$ cat src/rtl/sram_ctrl_pkg.sv
package sram_ctrl_pkg;

    typedef enum logic [2:0] {
        ST_IDLE,
        ST_RD,
        ST_WTURN,
        ST_WSTRB,
        ST_WREC
    } ctrl_st_e;

    // integer ceiling division for deriving cycle counts
    function automatic int cdiv(input int num, input int den);
        return (num + den - 1) / den;
    endfunction

    function automatic int imax(input int a, input int b);
        return (a > b) ? a : b;
    endfunction

endpackage

$ cat src/rtl/sram_phase_timer.sv
module sram_phase_timer #(
    parameter int CNT_W = 2
) (
    input  logic             clk,
    input  logic             rst_n,
    input  logic             load,
    input  logic [CNT_W-1:0] load_val,
    output logic             expired
);
    logic [CNT_W-1:0] cnt_d, cnt_q;

    always_comb begin
        cnt_d = cnt_q;
        if (load) begin
            cnt_d = load_val;
        end else if (cnt_q != '0) begin
            cnt_d = cnt_q - 1'b1;
        end
    end

    always_ff @(posedge clk) begin
        if (!rst_n) begin
            cnt_q <= '0;
        end else begin
            cnt_q <= cnt_d;
        end
    end

    assign expired = (cnt_q == '0);
endmodule

$ cat src/rtl/sram_rd_capture.sv
module sram_rd_capture #(
    parameter int DATA_W = 4
) (
    input  logic              clk,
    input  logic              rst_n,
    input  logic              sample,
    input  logic [DATA_W-1:0] din,
    output logic              rsp_valid,
    output logic [DATA_W-1:0] rsp_data
);
    typedef struct packed {
        logic              vld;
        logic [DATA_W-1:0] data;
    } cap_t;

    cap_t cap_d, cap_q;

    always_comb begin
        cap_d     = cap_q;
        cap_d.vld = sample;
        if (sample) begin
            cap_d.data = din;
        end
    end

    always_ff @(posedge clk) begin
        if (!rst_n) begin
            cap_q <= '0;
        end else begin
            cap_q <= cap_d;
        end
    end

    assign rsp_valid = cap_q.vld;
    assign rsp_data  = cap_q.data;
endmodule

$ cat src/rtl/sram_async_ctrl.sv
module sram_async_ctrl
    import sram_ctrl_pkg::*;
#(
    parameter int ADDR_W      = 20,
    parameter int DATA_W      = 4,
    parameter int CLK_PS      = 8000,
    parameter int T_ACC_PS    = 10000,
    parameter int T_OFF_PS    = 5000,
    parameter int T_WP_PS     = 7000,
    parameter int T_WP_OEL_PS = 10000,
    parameter int T_DSU_PS    = 5000,
    parameter int T_REC_PS    = 3000,
    parameter bit WR_OE_LOW   = 1'b0
) (
    input  logic              clk,
    input  logic              rst_n,
    input  logic              req_valid,
    output logic              req_ready,
    input  logic              req_write,
    input  logic [ADDR_W-1:0] req_addr,
    input  logic [DATA_W-1:0] req_wdata,
    output logic              rsp_valid,
    output logic [DATA_W-1:0] rsp_rdata,
    output logic [ADDR_W-1:0] ram_addr,
    output logic              ram_cs_n,
    output logic              ram_we_n,
    output logic              ram_oe_n,
    output logic [DATA_W-1:0] ram_dq_out,
    output logic              ram_dq_oe,
    input  logic [DATA_W-1:0] ram_dq_in
);
    // phase lengths in clocks, each rounded up and at least one
    localparam int RD_CYC   = imax(cdiv(T_ACC_PS, CLK_PS), 1);
    localparam int TURN_CYC = imax(cdiv(T_OFF_PS, CLK_PS), 1);
    localparam int WP_CYC   = imax(cdiv(T_WP_PS, CLK_PS), 1);
    localparam int WPO_CYC  = imax(cdiv(T_WP_OEL_PS, CLK_PS), 1);
    localparam int DSU_CYC  = imax(cdiv(T_DSU_PS, CLK_PS), 1);
    localparam int REC_CYC  = imax(cdiv(T_REC_PS, CLK_PS), 1);
    // with OE low the turnaround already counts toward the strobe width
    localparam int STRB_CYC = WR_OE_LOW ? imax(imax(WPO_CYC - TURN_CYC, DSU_CYC), 1)
                                        : imax(WP_CYC, DSU_CYC);
    localparam int MAX_CYC  = imax(imax(RD_CYC, TURN_CYC), imax(STRB_CYC, REC_CYC));
    localparam int CNT_W    = $clog2(MAX_CYC + 1);

    typedef struct packed {
        ctrl_st_e          st;
        logic [ADDR_W-1:0] addr;
        logic [DATA_W-1:0] wdata;
        logic              cs_n;
        logic              we_n;
        logic              oe_n;
        logic              dq_oe;
    } ctl_t;

    localparam ctl_t CTL_RST = '{st: ST_IDLE, addr: '0, wdata: '0,
                                 cs_n: 1'b1, we_n: 1'b1, oe_n: 1'b1, dq_oe: 1'b0};

    ctl_t             ctl_d, ctl_q;
    logic             tmr_load;
    logic [CNT_W-1:0] tmr_val;
    logic             tmr_done;
    logic             rd_sample;

    sram_phase_timer #(.CNT_W(CNT_W)) i_timer (
        .clk      (clk),
        .rst_n    (rst_n),
        .load     (tmr_load),
        .load_val (tmr_val),
        .expired  (tmr_done)
    );

    always_comb begin
        ctl_d     = ctl_q;
        tmr_load  = 1'b0;
        tmr_val   = '0;
        rd_sample = 1'b0;
        unique case (ctl_q.st)
            ST_IDLE: begin
                if (req_valid) begin
                    ctl_d.addr = req_addr;
                    ctl_d.cs_n = 1'b0;
                    tmr_load   = 1'b1;
                    if (req_write) begin
                        ctl_d.st    = ST_WTURN;
                        ctl_d.wdata = req_wdata;
                        ctl_d.oe_n  = !WR_OE_LOW;
                        ctl_d.we_n  = !WR_OE_LOW;
                        tmr_val     = CNT_W'(TURN_CYC - 1);
                    end else begin
                        ctl_d.st   = ST_RD;
                        ctl_d.oe_n = 1'b0;
                        tmr_val    = CNT_W'(RD_CYC - 1);
                    end
                end
            end
            ST_RD: begin
                if (tmr_done) begin
                    rd_sample  = 1'b1;
                    ctl_d.st   = ST_IDLE;
                    ctl_d.cs_n = 1'b1;
                    ctl_d.oe_n = 1'b1;
                end
            end
            ST_WTURN: begin
                if (tmr_done) begin
                    ctl_d.st    = ST_WSTRB;
                    ctl_d.we_n  = 1'b0;
                    ctl_d.dq_oe = 1'b1;
                    tmr_load    = 1'b1;
                    tmr_val     = CNT_W'(STRB_CYC - 1);
                end
            end
            ST_WSTRB: begin
                if (tmr_done) begin
                    ctl_d.st    = ST_WREC;
                    ctl_d.we_n  = 1'b1;
                    ctl_d.cs_n  = 1'b1;
                    ctl_d.oe_n  = 1'b1;
                    ctl_d.dq_oe = 1'b0;
                    tmr_load    = 1'b1;
                    tmr_val     = CNT_W'(REC_CYC - 1);
                end
            end
            ST_WREC: begin
                if (tmr_done) begin
                    ctl_d.st = ST_IDLE;
                end
            end
            default: ctl_d = CTL_RST;
        endcase
    end

    always_ff @(posedge clk) begin
        if (!rst_n) begin
            ctl_q <= CTL_RST;
        end else begin
            ctl_q <= ctl_d;
        end
    end

    sram_rd_capture #(.DATA_W(DATA_W)) i_capture (
        .clk       (clk),
        .rst_n     (rst_n),
        .sample    (rd_sample),
        .din       (ram_dq_in),
        .rsp_valid (rsp_valid),
        .rsp_data  (rsp_rdata)
    );

    assign req_ready  = (ctl_q.st == ST_IDLE);
    assign ram_addr   = ctl_q.addr;
    assign ram_cs_n   = ctl_q.cs_n;
    assign ram_we_n   = ctl_q.we_n;
    assign ram_oe_n   = ctl_q.oe_n;
    assign ram_dq_out = ctl_q.wdata;
    assign ram_dq_oe  = ctl_q.dq_oe;
endmodule

$ cat config.mk
export PLATFORM = sky130hd
export DESIGN_NAME = sram_async_ctrl
export DESIGN_NICKNAME = d
export VERILOG_FILES = /design/src/rtl/sram_ctrl_pkg.sv /design/src/rtl/sram_phase_timer.sv /design/src/rtl/sram_rd_capture.sv /design/src/rtl/sram_async_ctrl.sv
export SDC_FILE = /design/constraint.sdc
export NUM_CORES = 1
export LEC_CHECK = 0
export BUFFER_PORTS_ARGS = -buffer_cell sky130_fd_sc_hd__buf_4
export CAP_MARGIN = 10
export CORE_MARGIN = 4
export CORE_UTILIZATION = 49
export DETAILED_ROUTE_END_ITERATION = 6
export GPL_TIMING_DRIVEN = 0
export PLACE_DENSITY = 0.78
export SETUP_SLACK_MARGIN = 0.05
export SLEW_MARGIN = 10
export SYNTH_ARGS = -nofsm -noshare
export SYNTH_HDL_FRONTEND = slang
export SYNTH_SLANG_ARGS = --single-unit
$ cat constraint.sdc
create_clock -name clk -period 1.95 [get_ports clk]
set_input_delay 0.195 -clock clk [delete_from_list [all_inputs] [get_ports clk]]
set_output_delay 0.195 -clock clk [all_outputs]
set_load 0.03 [all_outputs]
==> results.md <==
* Status: finished, final reports clean
* Min-delay worst type: in2reg
* Worst setup EP type: primary output
* Routed WL at 4420 µm
* Initial Utilization at 0.512
* Placed Area at between 0.002 and 0.0025 mm²
* Static Leak at 0.00112 µW
* Clock transition at path regs at 70 ps
* Final period util at 0.895
* Vias at 1,725
* Clk sinks at 38
* ANT nets after route at 0
* Total Routing Usage GR at 0.186
* Tmin final at 1750 ps
* Synth Flop Type: dfxtp_1
* P_sw at ~890 µW
* Area of the multi-input gates at 796 µm²
* Number of fill cells in the layout at around 330
* Util after Layout at 0.691
* Logic pwr share at 0.392
* Number of synthesized flops with an enable pin at 0
* Area contributors post-synth: dfxtp_1 (40%), buf_4 (10%), o211ai_1 (7.5%)
* Leading area contributor after synthesis: dfxtp_1
* Pins Over Slew Limit at 0
* Clock share of power at 0.249
* Num CTS Buffers at 5
* Global-route wire length before repair at ~7500 µm
* Max-Cap Viols at 0
* Root Buffer: clkbuf_8
* GP Congestion at about 0.82
* Mean Syn Cell Area at 9.20 µm²
* DR iter-0 viols at between 100 and 150
* Synthesized cell area at 0.00190 mm²
* Drt wl/cell at between 10 and 15 µm
* Req. time, crit path at 1750 ps
* Initial antenna violation count at 0
* DP HPWL at 3190 µm
* # rows at 22
* Peak VDD IR at 0.561 mV
* H-tree levels at 2
* Number of global-route vias before repair at ~1,600
* Nets@finish at 312
* Total die area at about 0.0049 mm²
* Fmax at 0.573 GHz
* Core area at roughly 0.0037 mm²
* Synth async-reset ratio at 0
* # setup viols final at 0
* Distinct cell type count after synthesis at 42
* Design area at between 0.002 and 0.003 mm²
* Post-synthesis sequential area ratio at 0.399
* Kind of critical path: reg2out
* Port Buffers at 65
* Die X at 70.3 µm
* Reg area at 761 µm²
* Setup TNS Final at 0 ps
* CP startpoint kind: flip-flop
* Post-CTS setup buffer count at 0
* Cells after DPL at 320
* Final Skew at roughly 4.1 ps
* Post-synth top area share at 0.399
* CTS tree: built
* P per Cell Area at 1020 mW/mm²
* Worst path arrival time at 1550 ps
* First drt pass iteration count at 5
* Grt total ovfl at 0
* Syn_nets at 240
* CTS Buffer Depth at 2
* Area grow syn2layout at 34.8%
* Internal Power at 1720 µW
* Vias per Instance at 5.26
* Ant diodes at 0
* Final hold vios at 0
* #FFs+latches synth at 38
* Fraction of layout cells with a size suffix above 1 at 0.436
* RSZ-0062 raised after global routing: no
* Worst slew pin tran at 579 ps
* Pin count of the biggest net entering global routing at 13
* Boundary Pins at 66
* DIE HEIGHT at 70.3 µm
* Sw Share at 0.340
* Worst-path fanout max at 10
* Clock Latency Late Sink at 290 ps
* Post-Layout Cell Count at 328
* Flop pwr share at 0.358
* Post-Synthesis Cells at a little over 200
* Worst slew margin at 0.611
* DRC at 0
* Yosys warnings at 0
-- cells by family (layout without fill, tap and decap cells) --
group	count (synthesis)	count (layout)	synth area share
AOI/OAI and AO/OA	63	63	0.223
and+or+nand+nor	49	49	0.164
DFF	38	38	0.399
muxes	4	4	0.0210
adders and majority gates	1	1	0.00657
buffers and inverters	52	125	0.186
-- worst max-delay path: stages (launching register included) --
cell and delay, ps:
dfxtp_1 300, buf_2 160, buf_2 200, nor3_4 210, buf_4 220, buf_4 170
-- sequential cells by signal, indices dropped and copies added (netlist names) --
| register | flops |
|---|---|
| ram_addr | 20 |
| ram_cs_n | 1 |
| ram_we_n | 1 |
| ram_dq_oe | 1 |
| i_timer.cnt_q | 2 |
| ctl_q | 3 |
| i_capture.rsp_valid | 1 |
| i_capture.rsp_data | 4 |
| ram_dq_out | 4 |
| ram_oe_n | 1 |
-- cell usage after synthesis, types with 4 or more instances --
master and number:
buf_2 7, a22o_1 4, nor2_1 4, buf_4 26, inv_1 6, buf_6 7, o211ai_1 19, dfxtp_1 38
nand3_1 22, a21oi_1 24, clkbuf_1 5, mux2i_1 4
-- placed cells by master, fill, tap and decap left out, types with 3 or more instances in the layout --
cell type and n:
a21oi_1 24, a22o_1 4, buf_2 7, buf_4 91, buf_6 7, clkbuf_1 5
clkbuf_8 5, dfxtp_1 38, inv_1 6, mux2i_1 4, nand3_1 22, nor2_1 4
o211ai_1 19, o21ai_0 3
-- cell type report --
| class | instances | area share |
|---|---|---|
| Inverter | 6 | 0.00877 |
| Clock inverter | 3 | 0.0156 |
| Multi-Input combinational cell | 117 | 0.310 |
| Timing Repair Buffer | 65 | 0.190 |
| Clock buffer | 5 | 0.0268 |
| Tap cell | 48 | 0.0234 |
| Buffer | 46 | 0.129 |
| Sequential cell | 38 | 0.296 |
-- layer usage --
layer,vias to the layer above,share of wire,track usage,wire [µm]
met1,801,0.45,0.240,1970
met4,0,0.0093,0.0447,41
met3,7,0.065,0.0604,286
li1,867,-,-,-
met2,50,0.48,0.298,2130
met5,-,0,0,0
-- path summary, 6_finish.rpt --
path	from	end	slack (ps)	depth (start not counted)
min reg2reg	ram_addr[14]	ram_addr[14]	460	2
max	ctl_q[29]	req_ready	200	5
max reg2reg	i_timer.cnt_q[0]	i_timer.cnt_q[0]	260	7
min	req_wdata[2]	ram_dq_out[2]	110	2
-- what timing repair did --
action                     CTS  global route
setup endpoints to repair    0             1
hold buffers                 0             0
gates resized for setup      0             1
-- stage by stage --
stage               hold WS [ps]  total power, µW  setup slack, ps
floorplan                    271             1670              462
global placement             411             1960              279
detailed placement           414             1970              290
CTS                          106             2620              141
global route                 102             2770              130
finish                       115             2610              204
-- power by group through the flow --
stage	logic, µW	registers [µW]	clock network, µW
finish	1020	935	651
global route	1110	948	709
CTS	1020	936	665
detailed placement	1020	953	0
global placement	1010	949	0
floorplan	674	1000	0
Note: power is estimated with default switching activity, not from simulation.
